--- src/rtl/keyscan_pkg.sv ---
package keyscan_pkg;
  localparam int CODE_W = 4;
  localparam int BANK_LINES = 8;

  localparam int FEED_LINE = 1;
  localparam int HEADUP_LINE = 3;
  localparam int PAPEREND_LINE = 4;
  localparam int CI_LINE = 9;
  localparam int AUX_N = 4;

  typedef enum logic [1:0] {
    PH_LOAD,
    PH_SETTLE,
    PH_SAMPLE,
    PH_GAP
  } phase_t;
endpackage

--- src/rtl/keyscan_seq.sv ---
module keyscan_seq
  import keyscan_pkg::*;
#(
  parameter int SLOTS      = 10,
  parameter int SETTLE_CYC = 4,
  parameter int GAP_CYC    = 3
) (
  input  logic              clk,
  input  logic              rst_n,
  output logic [CODE_W-1:0] slot_q,
  output logic [CODE_W-1:0] slot_d,
  output logic              drive_d,
  output logic              show_d,
  output logic              sample,
  output logic              last_sample
);
  localparam int CNT_MAX = (SETTLE_CYC > GAP_CYC) ? SETTLE_CYC : GAP_CYC;
  localparam int CNT_W   = $clog2(CNT_MAX + 1);

  phase_t             phase_q, phase_d;
  logic [CNT_W-1:0]   cnt_q, cnt_d;

  always_comb begin
    phase_d = phase_q;
    cnt_d   = cnt_q;
    slot_d  = slot_q;
    case (phase_q)
      PH_LOAD: begin
        phase_d = PH_SETTLE;
        cnt_d   = '0;
      end
      PH_SETTLE: begin
        if (cnt_q == CNT_W'(SETTLE_CYC - 1)) begin
          phase_d = PH_SAMPLE;
          cnt_d   = '0;
        end else begin
          cnt_d = cnt_q + 1'b1;
        end
      end
      PH_SAMPLE: begin
        phase_d = PH_GAP;
        cnt_d   = '0;
      end
      default: begin
        if (cnt_q == CNT_W'(GAP_CYC - 1)) begin
          phase_d = PH_LOAD;
          cnt_d   = '0;
          slot_d  = (slot_q == CODE_W'(SLOTS - 1)) ? '0 : slot_q + 1'b1;
        end else begin
          cnt_d = cnt_q + 1'b1;
        end
      end
    endcase
  end

  always_ff @(posedge clk or negedge rst_n) begin
    if (!rst_n) begin
      phase_q <= PH_LOAD;
      cnt_q   <= '0;
      slot_q  <= '0;
    end else begin
      phase_q <= phase_d;
      cnt_q   <= cnt_d;
      slot_q  <= slot_d;
    end
  end

  assign drive_d     = (phase_d == PH_SETTLE) || (phase_d == PH_SAMPLE);
  assign show_d      = (phase_d != PH_GAP);
  assign sample      = (phase_q == PH_SAMPLE);
  assign last_sample = sample && (slot_q == CODE_W'(SLOTS - 1));
endmodule

--- src/rtl/keyscan_decode.sv ---
module keyscan_decode
  import keyscan_pkg::*;
#(
  parameter int SLOTS = 10
) (
  input  logic [CODE_W-1:0] code,
  input  logic              en,
  output logic [SLOTS-1:0]  line_n
);
  localparam int BANKS = (SLOTS + BANK_LINES - 1) / BANK_LINES;

  for (genvar b = 0; b < BANKS; b++) begin : bank_g
    logic bank_en;
    assign bank_en = en && (code[CODE_W-1] == 1'(b));
    for (genvar k = 0; k < BANK_LINES; k++) begin : out_g
      if (b * BANK_LINES + k < SLOTS) begin : used_g
        assign line_n[b*BANK_LINES+k] = !(bank_en && (code[2:0] == 3'(k)));
      end
    end
  end
endmodule

--- src/rtl/keyscan_segs.sv ---
module keyscan_segs
  import keyscan_pkg::*;
#(
  parameter int SLOTS = 10,
  parameter int SEG_W = 8
) (
  input  logic              clk,
  input  logic              rst_n,
  input  logic              wr,
  input  logic [CODE_W-1:0] waddr,
  input  logic [SEG_W-1:0]  wdata,
  input  logic              show_d,
  input  logic [CODE_W-1:0] slot_d,
  output logic [SEG_W-1:0]  seg_q
);
  logic [SEG_W-1:0] digit_q [SLOTS];
  logic [SEG_W-1:0] seg_d;

  always_ff @(posedge clk or negedge rst_n) begin
    if (!rst_n) begin
      for (int d = 0; d < SLOTS; d++) digit_q[d] <= '0;
    end else if (wr) begin
      for (int d = 0; d < SLOTS; d++) begin
        if (waddr == CODE_W'(d)) digit_q[d] <= wdata;
      end
    end
  end

  always_comb begin
    seg_d = '0;
    if (show_d) begin
      for (int d = 0; d < SLOTS; d++) begin
        if (slot_d == CODE_W'(d)) seg_d = digit_q[d];
      end
    end
  end

  always_ff @(posedge clk or negedge rst_n) begin
    if (!rst_n) seg_q <= '0;
    else        seg_q <= seg_d;
  end
endmodule

--- src/rtl/keyscan_ret.sv ---
module keyscan_ret
  import keyscan_pkg::*;
#(
  parameter int SLOTS      = 10,
  parameter int RET_W      = 6,
  parameter int MODE_SLOTS = 8,
  localparam int COL_W     = $clog2(RET_W),
  localparam int KC_W      = CODE_W + COL_W,
  localparam int MP_W      = $clog2(MODE_SLOTS)
) (
  input  logic              clk,
  input  logic              rst_n,
  input  logic              sample,
  input  logic              last_sample,
  input  logic [CODE_W-1:0] slot_q,
  input  logic [RET_W-1:0]  key_ret_n,
  input  logic              mode_ret_n,
  input  logic              aux_ret_n,
  output logic              key_valid,
  output logic [KC_W-1:0]   key_code,
  output logic              mode_ok,
  output logic [MP_W-1:0]   mode_pos,
  output logic              feed_key,
  output logic              head_up,
  output logic              paper_end,
  output logic              ci_det
);
  localparam int KEYS  = SLOTS * RET_W;
  localparam int MODEB = KEYS;
  localparam int AUXB  = KEYS + MODE_SLOTS;
  localparam int TOT   = AUXB + AUX_N;

  logic [TOT-1:0]  raw_q, raw_d, prev_q, prev_d, stab_q, stab_d, diff;
  logic [KEYS-1:0] rep_q, rep_d, key_stab, rep_keep, cand, pick_oh;
  logic [KC_W-1:0] pick_code, kc_d;
  logic            found, done_q, kv_d;

  // capture of the current frame's readings at each sample point
  always_comb begin
    raw_d = raw_q;
    if (sample) begin
      for (int s = 0; s < SLOTS; s++) begin
        if (slot_q == CODE_W'(s)) begin
          for (int c = 0; c < RET_W; c++) raw_d[s*RET_W+c] = !key_ret_n[c];
          if (s < MODE_SLOTS)    raw_d[MODEB+s]  = !mode_ret_n;
          if (s == FEED_LINE)    raw_d[AUXB+0]   = !aux_ret_n;
          if (s == HEADUP_LINE)  raw_d[AUXB+1]   = !aux_ret_n;
          if (s == PAPEREND_LINE) raw_d[AUXB+2]  = !aux_ret_n;
          if (s == CI_LINE)      raw_d[AUXB+3]   = !aux_ret_n;
        end
      end
    end
  end

  // per-bit two-frame filter, evaluated once per frame
  assign diff   = raw_q ^ prev_q;
  assign stab_d = done_q ? ((raw_q & ~diff) | (stab_q & diff)) : stab_q;
  assign prev_d = done_q ? raw_q : prev_q;

  // newly accepted keys, lowest code first, one per frame
  assign key_stab = stab_d[KEYS-1:0];
  assign rep_keep = rep_q & key_stab;
  assign cand     = key_stab & ~rep_keep;

  always_comb begin
    found     = 1'b0;
    pick_code = '0;
    pick_oh   = '0;
    for (int i = KEYS - 1; i >= 0; i--) begin
      if (cand[i]) begin
        found     = 1'b1;
        pick_code = {CODE_W'(i / RET_W), COL_W'(i % RET_W)};
        pick_oh   = '0;
        pick_oh[i] = 1'b1;
      end
    end
  end

  always_comb begin
    rep_d = rep_q;
    kv_d  = 1'b0;
    kc_d  = key_code;
    if (done_q) begin
      rep_d = rep_keep | pick_oh;
      kv_d  = found;
      if (found) kc_d = pick_code;
    end
  end

  always_ff @(posedge clk or negedge rst_n) begin
    if (!rst_n) begin
      raw_q     <= '0;
      prev_q    <= '0;
      stab_q    <= '0;
      rep_q     <= '0;
      done_q    <= 1'b0;
      key_valid <= 1'b0;
      key_code  <= '0;
    end else begin
      raw_q     <= raw_d;
      prev_q    <= prev_d;
      stab_q    <= stab_d;
      rep_q     <= rep_d;
      done_q    <= last_sample;
      key_valid <= kv_d;
      key_code  <= kc_d;
    end
  end

  always_comb begin
    mode_pos = '0;
    for (int m = MODE_SLOTS - 1; m >= 0; m--) begin
      if (stab_q[MODEB+m]) mode_pos = MP_W'(m);
    end
  end

  assign mode_ok   = |stab_q[MODEB +: MODE_SLOTS];
  assign feed_key  = stab_q[AUXB+0];
  assign head_up   = stab_q[AUXB+1];
  assign paper_end = stab_q[AUXB+2];
  assign ci_det    = stab_q[AUXB+3];
endmodule

--- src/rtl/keyscan_mux.sv ---
module keyscan_mux
  import keyscan_pkg::*;
#(
  parameter int SLOTS      = 10,
  parameter int RET_W      = 6,
  parameter int MODE_SLOTS = 8,
  parameter int SETTLE_CYC = 4,
  parameter int GAP_CYC    = 3,
  parameter int SEG_W      = 8
) (
  input  logic                                 clk,
  input  logic                                 rst_n,
  input  logic                                 seg_cs,
  input  logic [keyscan_pkg::CODE_W-1:0]       seg_addr,
  input  logic [SEG_W-1:0]                     seg_data,
  input  logic [RET_W-1:0]                     key_ret_n,
  input  logic                                 mode_ret_n,
  input  logic                                 aux_ret_n,
  output logic [SLOTS-1:0]                     scan_n,
  output logic [SEG_W-1:0]                     seg_out,
  output logic                                 key_valid,
  output logic [keyscan_pkg::CODE_W+$clog2(RET_W)-1:0] key_code,
  output logic                                 mode_ok,
  output logic [$clog2(MODE_SLOTS)-1:0]        mode_pos,
  output logic                                 feed_key,
  output logic                                 head_up,
  output logic                                 paper_end,
  output logic                                 ci_det
);
  logic [1:0]        rst_pipe;
  logic              rst_core_n;
  logic [CODE_W-1:0] slot_q, slot_d;
  logic              drive_d, show_d, sample, last_sample;
  logic [SLOTS-1:0]  line_d_n;

  always_ff @(posedge clk or negedge rst_n) begin
    if (!rst_n) rst_pipe <= '0;
    else        rst_pipe <= {rst_pipe[0], 1'b1};
  end
  assign rst_core_n = rst_pipe[1];

  keyscan_seq #(
    .SLOTS(SLOTS), .SETTLE_CYC(SETTLE_CYC), .GAP_CYC(GAP_CYC)
  ) u_seq (
    .clk(clk), .rst_n(rst_core_n), .slot_q(slot_q), .slot_d(slot_d),
    .drive_d(drive_d), .show_d(show_d), .sample(sample),
    .last_sample(last_sample)
  );

  keyscan_decode #(.SLOTS(SLOTS)) u_dec (
    .code(slot_d), .en(drive_d), .line_n(line_d_n)
  );

  always_ff @(posedge clk or negedge rst_core_n) begin
    if (!rst_core_n) scan_n <= '1;
    else             scan_n <= line_d_n;
  end

  keyscan_segs #(.SLOTS(SLOTS), .SEG_W(SEG_W)) u_segs (
    .clk(clk), .rst_n(rst_core_n), .wr(seg_cs), .waddr(seg_addr),
    .wdata(seg_data), .show_d(show_d), .slot_d(slot_d), .seg_q(seg_out)
  );

  keyscan_ret #(
    .SLOTS(SLOTS), .RET_W(RET_W), .MODE_SLOTS(MODE_SLOTS)
  ) u_ret (
    .clk(clk), .rst_n(rst_core_n), .sample(sample),
    .last_sample(last_sample), .slot_q(slot_q), .key_ret_n(key_ret_n),
    .mode_ret_n(mode_ret_n), .aux_ret_n(aux_ret_n),
    .key_valid(key_valid), .key_code(key_code), .mode_ok(mode_ok),
    .mode_pos(mode_pos), .feed_key(feed_key), .head_up(head_up),
    .paper_end(paper_end), .ci_det(ci_det)
  );
endmodule

--- config.mk ---
export PLATFORM = sky130hd
export DESIGN_NAME = keyscan_mux
export DESIGN_NICKNAME = d
export VERILOG_FILES = /design/src/rtl/keyscan_pkg.sv /design/src/rtl/keyscan_seq.sv /design/src/rtl/keyscan_decode.sv /design/src/rtl/keyscan_segs.sv /design/src/rtl/keyscan_ret.sv /design/src/rtl/keyscan_mux.sv
export SDC_FILE = /design/constraint.sdc
export NUM_CORES = 1
export LEC_CHECK = 0
export BUFFER_PORTS_ARGS = -buffer_cell sky130_fd_sc_hd__buf_2
export CORE_ASPECT_RATIO = 0.7
export CORE_MARGIN = 4
export CORE_UTILIZATION = 62
export DETAILED_ROUTE_END_ITERATION = 10
export PLACE_DENSITY = 0.79
export SETUP_SLACK_MARGIN = 0.5
export SKIP_CTS_REPAIR_TIMING = 1
export SLEW_MARGIN = 20
export SYNTH_ARGS = -nofsm -noshare
export SYNTH_HDL_FRONTEND = slang
export SYNTH_SLANG_ARGS = --single-unit
export TNS_END_PERCENT = 1
--- constraint.sdc ---
create_clock -name clk -period 33.8 [get_ports clk]
set_input_delay 5.07 -clock clk [delete_from_list [all_inputs] [get_ports clk]]
set_output_delay 5.07 -clock clk [all_outputs]
set_load 0.02 [all_outputs]
* After elaboration in Yosys (flattened, before gate mapping)
Index checks and enable logic that the tools add are counted.
** Cells by class
- Add/subtract/negate cells :: 2
- Equal/unequal tests :: 41
- Muxes and demuxes :: 210
- Bitwise gates (word level) :: 10
- Reduce and logical (&&, ||, !) cells :: 61
** Operators with widths (count)
- 60-bit 2-to-1 mux :: 61
- 7-bit 2-to-1 mux :: 60
- 72-bit AND :: 2
- 60-bit AND :: 2
- 8-bit 2-to-1 mux :: 11
- 72-bit NOT :: 1
- 72-bit bitwise OR :: 1
- 72-bit bitwise XOR :: 1
- 1-bit 2-to-1 mux :: 61
- 60-bit NOT :: 1
- 60-bit bitwise OR :: 1
- 4-bit by 3-bit equality test with 1-bit output, second input constant :: 12
- 2-bit AND reduction :: 21
- 3-bit 2-to-1 mux :: 10
- 4-bit by 2-bit equality test with 1-bit output, second input constant :: 6
- 4-bit equality test, second input constant :: 6
- 1-bit zero test :: 18
- 1-bit logical AND :: 13
- 3-bit by 2-bit equality test with 1-bit output, second input constant :: 4
- 3-bit equality test, second input constant :: 4
- 4-bit by 1-bit equality test with 1-bit output, second input constant :: 3
- 4-bit zero test :: 3
- 4-bit 2-to-1 mux :: 3
- 8-bit OR reduction :: 1
- 15 further kinds :: 18
** Storage, ports and cells
- Flip-flop bits (word level) :: 394
- Input bits :: 23
- Output and inout bits :: 34

* Logic depth before layout (Yosys ltp)
Gate-level depths: netlist of run 1.
- Depth after elaboration :: 69
- Depth in mapped cells :: 12
- Mapped depth without buffers :: 10

* Cells and area by module
From an unflattened synthesis of run 1, not the netlist that was laid out.
** Unflattened totals
- Cells, all modules :: 1720
- Area, all modules :: 18318.8 µm²
** By module, submodules not included
- keyscan_ret :: instances 1, cells each 1318, area each 13230.2 µm²
- keyscan_segs :: instances 1, cells each 323, area each 4155.2 µm²
- keyscan_seq :: instances 1, cells each 51, area each 530.5 µm²
- keyscan_mux :: instances 1, cells each 13, area each 316.6 µm²
- keyscan_decode :: instances 1, cells each 15, area each 86.3 µm²

* Least setup slack after synthesis of run 1
Ideal clock, no wire load.
- Path kind :: input to register
- Start :: in seg_addr[3] (netlist name)
- End :: reg u_segs.digit_q[24] (netlist name)
- Arrival time :: 6.344 ns
- Path slack :: 27.331 ns
- Cell stages on the path :: 3
- Cells stage by stage :: nand3b_1 nor3b_1 mux2_2
** Between the ends
- Word-level cells in the longest chain between the ends :: 2
** RTL lines
- from (decl) :: RTL line keyscan_mux.sv:14 : input logic [keyscan_pkg::CODE_W-1:0] seg_addr,
- 4-bit by 3-bit equality test with 1-bit output :: RTL line keyscan_segs.sv:24 : if (waddr == CODE_W'(d)) digit_q[d] <= wdata;
- 2-bit AND reduction (no source line)
- to (signal, indexed assignment) :: RTL line keyscan_segs.sv:24
- to (decl) :: RTL line keyscan_segs.sv:16 : logic [SEG_W-1:0] digit_q [SLOTS];
No other way between the ends.
A chain may end at the register's enable or synchronous reset.

==> flow_summary.yaml, run 1 <==
cts:
  path_clk_slew_ns: 0.07
  cts_sinks: 394
  cts-root-buf: "clkbuf_16"
  cts_tree: "yes"
  ctsLongestPathBuffers: 3
  clock_latency_ns: 0.55
  h-tree-depth: 2
  numCtsBuffers: 38
yosys:
  synthCells: 1763
  syn-num-nets: 1791
  synth_area_leaders: "dfrtp_1, mux2_2, o21ai_0, nand2_1, a21o_1"
  synth-edff-count: 0
  synth_largest_area_cell: "dfrtp_1"
  ys_seq_area_frac: 0.532
  synth_top_area_frac: 0.518
  yosys_warnings: 0
  synth_ff_type: "dfrtp_1"
  synth-seq-cells: 394
  netlist_area_um2: 18500
  synth.avg_cell_area_um2: 10.5
  ys_types: 71
  async_reset_ff_frac: 1.00
drt:
  firstDrtPassIters: 6
  antenna_left: 0
  drt_wl_total_um: 49900
  dr.max_layer_used: "met4"
  via_count: 14753
  drt_iter0_drc: 1753
  drc: 0
  wl_met2_um: 21300
  wl_met1_um: 22500
  wl_met3_um: 5150
  wl_per_cell_um: 22.6
  avgViaCountPerCell: 6.68
power:
  power.leakage_nw: 10.0
  powerDensity_nw_per_um2: 49.6
  p_total_mw: 1.02
  ir_drop_mv: 0.0334
timing:
  worst_pin_slew_ns: 1.10
  fin_worst_skew_ns: 0.0236
  period_share: 0.202
  post-route-min-period_ns: 6.83
  fmax_ghz: 0.146
  finalSetupTns_ns: 0
  setup_viol: 0
  max-slew-margin-rel: 0.264
  finalHoldViolations: 0
  slew_viol_final: 0
  rsz0062_at_grt: "false"
placed_design:
  dp_hpwl_um: 34200
  gp_congestion: 0.969
  portBuffers: 56
die:
  rows: 52
  fp.dieH_um: 153
  initial_utilization: 0.635
  io_pins: 57
  dieArea_um2: 32800
  coreArea_um2: 29200
  die_x_um: 215
global_routing:
  grt_first_pass_wirelength_um: 78600
  track_usage: 0.300
  antenna_found_initial: 1
  gr-total-overflow: 0
  grt_max_degree: 202
  grt_pass1_vias: 14196
hold_path:
  holdCritStartpoint: "rst_pipe[0]$_DFF_PN0_"
  hold_class: "flop to flop"
run:
  cap_violations: 0
finish:
  nNetsFinal: 1831
  n_fill_cell: 2078
  syn2layout_area_growth_pct: 10.5
  final_cell_mix: "dfrtp_1, mux2_2, nand2_1"
  antenna_cells: 0
  final_common_cell: "dfrtp_1"
  final_layout_size_suffix_gt1_frac: 0.168
worst_setup_path:
  r2r_slack_ns: 28.63
  criticalPathCategory: "flop to output port"
  cp_max_fo: 5
  arrival_ns: 1.76
  startpoint_type: "flop"
  critPathCaptureType: "output port"
  timing.rr.start: "u_ret.done_q$_DFF_PN0_"
  required_ns: 28.73
status:
  status: "finished clean"
-- layer usage --
metal,track usage,vias to the layer above
li1,-,6545
met4,0.0663,0
met2,0.434,700
met1,0.467,7425
met3,0.0698,83
met5,0,-
-- path summary, 6_finish.rpt --
| path | depth (start not counted) | end |
|---|---|---|
| max | 3 | mode_ok |
| min | 0 | rst_pipe[1]$_DFF_PN0_ |
| max reg2reg | 8 | u_ret.rep_q[46]$_DFFE_PN0P_ |
| min reg2reg | 0 | rst_pipe[1]$_DFF_PN0_ |
| max in group asynchronous | 1 | rst_pipe[1]$_DFF_PN0_ |
| min in group asynchronous | 0 | u_seq.phase_q[1]$_DFF_PN0_ |
-- per-stage QoR --
stage | cell area, µm² | utilization | cells | setup slack [ns] | hold WS (ns)
after floorplan | 18500 | - | 1763 | 22.02 | 0.331
after global placement | 19200 | 0.657 | 2141 | 26.85 | 0.338
after detailed placement | 19200 | 0.657 | 2141 | 27.03 | 0.341
after CTS | 20500 | 0.701 | 2208 | 27.00 | 0.357
after global routing | 20500 | 0.702 | 2208 | 26.88 | 0.378
final | 20500 | 0.702 | 2208 | 26.97 | 0.355
-- state kept, by name, summed over array words and instances, names as in the netlist, 2 cells and up, named ones only --
| name | flops |
|---|---|
| u_ret.stab_q | 60 |
| u_ret.raw_q | 72 |
| u_ret.key_code | 7 |
| u_segs.digit_q | 80 |
| u_segs.seg_q | 8 |
| rst_pipe | 2 |
| scan_n | 10 |
| u_seq.cnt_q | 3 |
| u_ret.prev_q | 72 |
| u_seq.slot_q | 4 |
| u_ret.rep_q | 60 |
| u_seq.phase_q | 2 |
-- synthesized netlist by cell type (8+ instances only) --
cell type,count
nand2_1,134
a22o_1,14
a32oi_1,23
o31ai_1,10
or2_2,8
nand4_1,10
clkbuf_1,41
nand3_1,16
a21oi_1,84
inv_1,120
mux2_2,140
nor3_1,43
a2bb2oi_1,8
buf_1,20
a22oi_1,65
nand2b_1,71
a222oi_1,10
nor4_1,18
nor2b_1,56
nor2_1,101
or4_1,8
dfstp_2,10
a32o_1,40
o21ai_0,117
o22ai_1,10
buf_2,10
a21o_1,65
dfrtp_1,384
-- cell type report --
cell class,instances,area [µm²],area share
sequential,394,9880,0.482
clock buffer,53,1100,0.0536
tap,378,473,0.0231
inverter,121,454,0.0222
timing repair buffer,71,422,0.0206
clock inverter,14,193,0.00940
multi-input combinational,1177,7980,0.389
-- critical path, stage by stage, from the launching register on --
cell and delay [ns]:
dfrtp_1 0.42, nor4_1 0.50, nand2_1 0.12, buf_2 0.18
-- power breakdown --
part	total [mW]	switching, mW	leakage [nW]	internal [mW]
clock	0.442	0.183	0.642	0.259
sequential	0.520	0.0197	4.96	0.500
combinational	0.0549	0.0297	4.44	0.0251
-- cells by family (layout without fill, tap and decap cells) --
| family | count (synthesis) | in the layout | synth area share |
|---|---|---|---|
| AO/OA/AOI/OAI | 514 | 514 | 0.194 |
| AND/OR/NAND/NOR | 504 | 504 | 0.139 |
| flip-flops | 394 | 394 | 0.532 |
| buffers and inverters | 192 | 259 | 0.0395 |
| multiplexers | 146 | 146 | 0.0884 |
| adder cells (fa/ha/maj) | 10 | 10 | 0.00607 |
| XOR/XNOR | 2 | 2 | 0.000945 |
| other | 1 | 1 | 0.000202 |
No activity file was read; power rests on OpenSTA's default activity.
==> run 2: changes to the inputs <==
Clock period 33.8 ns to 7 ns, I/O delays scaled along.
==> run 2 against run 1 <==
Setup slack worse by 24 ns. Routed wire length down 1.2%. Cell count about the same. Global-route usage down 0.30 points. Final area down 0.22%. Non-clock buffer count up 1. Clock skew down 0.00067 ns. Register-to-register slack worse by 26 ns. Largest power group unchanged. Sequential power rose to 4.8 times the previous value.
==> flow_summary.yaml, run 2 (synthesized netlist as in run 1, its figures left out) <==
worst_setup_path:
  cp_num_buf_inv: 1
  path_cells: "buf_4, nand2b_1, a32oi_1, o21ai_0, nor4_1, nand3_1, nand4bb_1, o31ai_1"
  arrival_ns: 4.97
  max_stage_delay_ns: 0.77
  timing.rr.start: "u_ret.done_q$_DFF_PN0_"
  rr_endpoint: "u_ret.rep_q[46]$_DFFE_PN0P_"
  r2r_cells: 8
  critPathTopFamily: "simple AND/OR/NAND/NOR gates"
  criticalPathCategory: "flop to flop"
  cp_max_fo: 85
  r2r_slack_ns: 2.47
  cp_slowest_cell: "buf_4"
  startpoint_type: "flop"
  required_ns: 7.44
  critPathCaptureType: "flop"
placed_design:
  portBuffers: 56
  post-place-cells: 2142
  dp_hpwl_um: 34100
  gp_congestion: 1.01
  placement.setup.worst_slack_ns: 2.61
die:
  dieArea_um2: 32800
  initial_utilization: 0.635
  io_pins: 57
  rows: 52
  die_x_um: 215
  coreArea_um2: 29200
  fp.dieH_um: 153
power:
  seqPwrFrac: 0.516
  p_clk_frac: 0.431
  p_comb_frac: 0.053
  powerDensity_nw_per_um2: 237
  p_int_mw: 3.74
  power.share.switching: 0.228
  power.leakage_nw: 10.0
  ir_drop_mv: 0.251
  switchingPower_mw: 1.10
drt:
  drc: 0
  avgViaCountPerCell: 6.61
  drt_iter0_drc: 1753
  antenna_left: 0
  wl_per_cell_um: 22.3
  firstDrtPassIters: 8
  via_count: 14592
  drt_wl_total_um: 49300
timing:
  rsz0062_at_grt: "false"
  period_share: 0.647
  max-slew-margin-rel: 0.255
  worst_pin_slew_ns: 1.12
  slew_viol_final: 0
  finalSetupTns_ns: 0
  fin_worst_skew_ns: 0.0230
  fmax_ghz: 0.221
  hold_slack_ns: 0.288
  setup_ws_ns: 2.47
  finalHoldViolations: 0
  setup_viol: 0
  post-route-min-period_ns: 4.53
global_routing:
  gr-total-overflow: 0
  antenna_found_initial: 2
  grt_max_degree: 178
  grt_first_pass_wirelength_um: 78200
  track_usage: 0.297
  grt_pass1_vias: 14145
status:
  status: "finished clean"
finish:
  utilization: 0.700
  final_layout_size_suffix_gt1_frac: 0.166
  nNetsFinal: 1832
  regMostFlops: "u_segs.digit_q"
  final_cell_mix: "dfrtp_1, mux2_2, nand2_1"
  finalNonFillerCells: 2209
  syn2layout_area_growth_pct: 10.3
  largest_reg_flops: 80
  final_common_cell: "dfrtp_1"
  reg_top3: "u_segs.digit_q x80, u_ret.prev_q x72, u_ret.raw_q x72"
cts:
  h-tree-depth: 2
  ctsLongestPathBuffers: 3
  cts_sinks: 394
  cts-root-buf: "clkbuf_16"
  cts_tree: "yes"
  path_clk_slew_ns: 0.07
  numCtsBuffers: 38
  clock_latency_ns: 0.55
hold_path:
  hold_class: "input port to asynchronous set/reset pin"
run:
  cap_violations: 0
-- run 2: worst reg2reg max path, cell delays in order, from the launching register on --
cell	delay (ns)
dfrtp_4	0.76
buf_4	0.78
nand2b_1	0.23
a32oi_1	0.38
o21ai_0	0.28
nor4_1	0.72
nand3_1	0.61
nand4bb_1	0.42
o31ai_1	0.25
-- run 2: power by group through the flow --
| stage | clock network, mW | logic [mW] | registers [mW] |
|---|---|---|---|
| after CTS | 2.11 | 0.260 | 2.50 |
| after global routing | 2.22 | 0.285 | 2.51 |
| after floorplan | 0 | 0.148 | 2.56 |
| after global placement | 0 | 0.248 | 2.53 |
| final | 2.09 | 0.256 | 2.50 |
| after detailed placement | 0 | 0.260 | 2.54 |
-- run 2: routing by layer --
layer  vias to the layer above  global-route usage  part of all wire
li1                       6525                   -                 -
met1                      7338               0.458              0.46
met2                       639               0.419              0.41
met3                        88              0.0835              0.11
met4                         2              0.0725             0.024
met5                         -             0.00725           0.00077
-- run 2: through the flow --
step	power, mW	cell area (µm²)
floorplan	2.70	18600
global placement	2.78	19200
detailed placement	2.80	19200
CTS	4.87	20400
global route	5.02	20500
finish	4.84	20500
-- run 2: how the worst max path moves through the flow --
stage / startpoint / endpoint / slack, ns / depth (start not counted)
after floorplan: rst_pipe[1]$_DFF_PN0_ / asynchronous set/reset pin / 0.58 / 0
after global placement: u_ret.done_q$_DFF_PN0_ / u_ret.rep_q[46]$_DFFE_PN0P_ / 2.84 / 8
after detailed placement: u_ret.done_q$_DFF_PN0_ / u_ret.rep_q[46]$_DFFE_PN0P_ / 2.61 / 8
after CTS: u_ret.done_q$_DFF_PN0_ / u_ret.rep_q[46]$_DFFE_PN0P_ / 2.61 / 8
after global routing: u_ret.done_q$_DFF_PN0_ / u_ret.rep_q[46]$_DFFE_PN0P_ / 2.12 / 8
final: u_ret.done_q$_DFF_PN0_ / u_ret.rep_q[46]$_DFFE_PN0P_ / 2.47 / 8
-- run 2: layout make-up --
type,count,area [µm²]
Tap cell,378,473
Sequential cell,394,9880
Multi-Input combinational cell,1177,7970
Fill cell,2143,8760
Clock buffer,52,1080
Antenna cell,1,2.50
Timing Repair Buffer,72,425
Clock inverter,14,164
Inverter,121,454
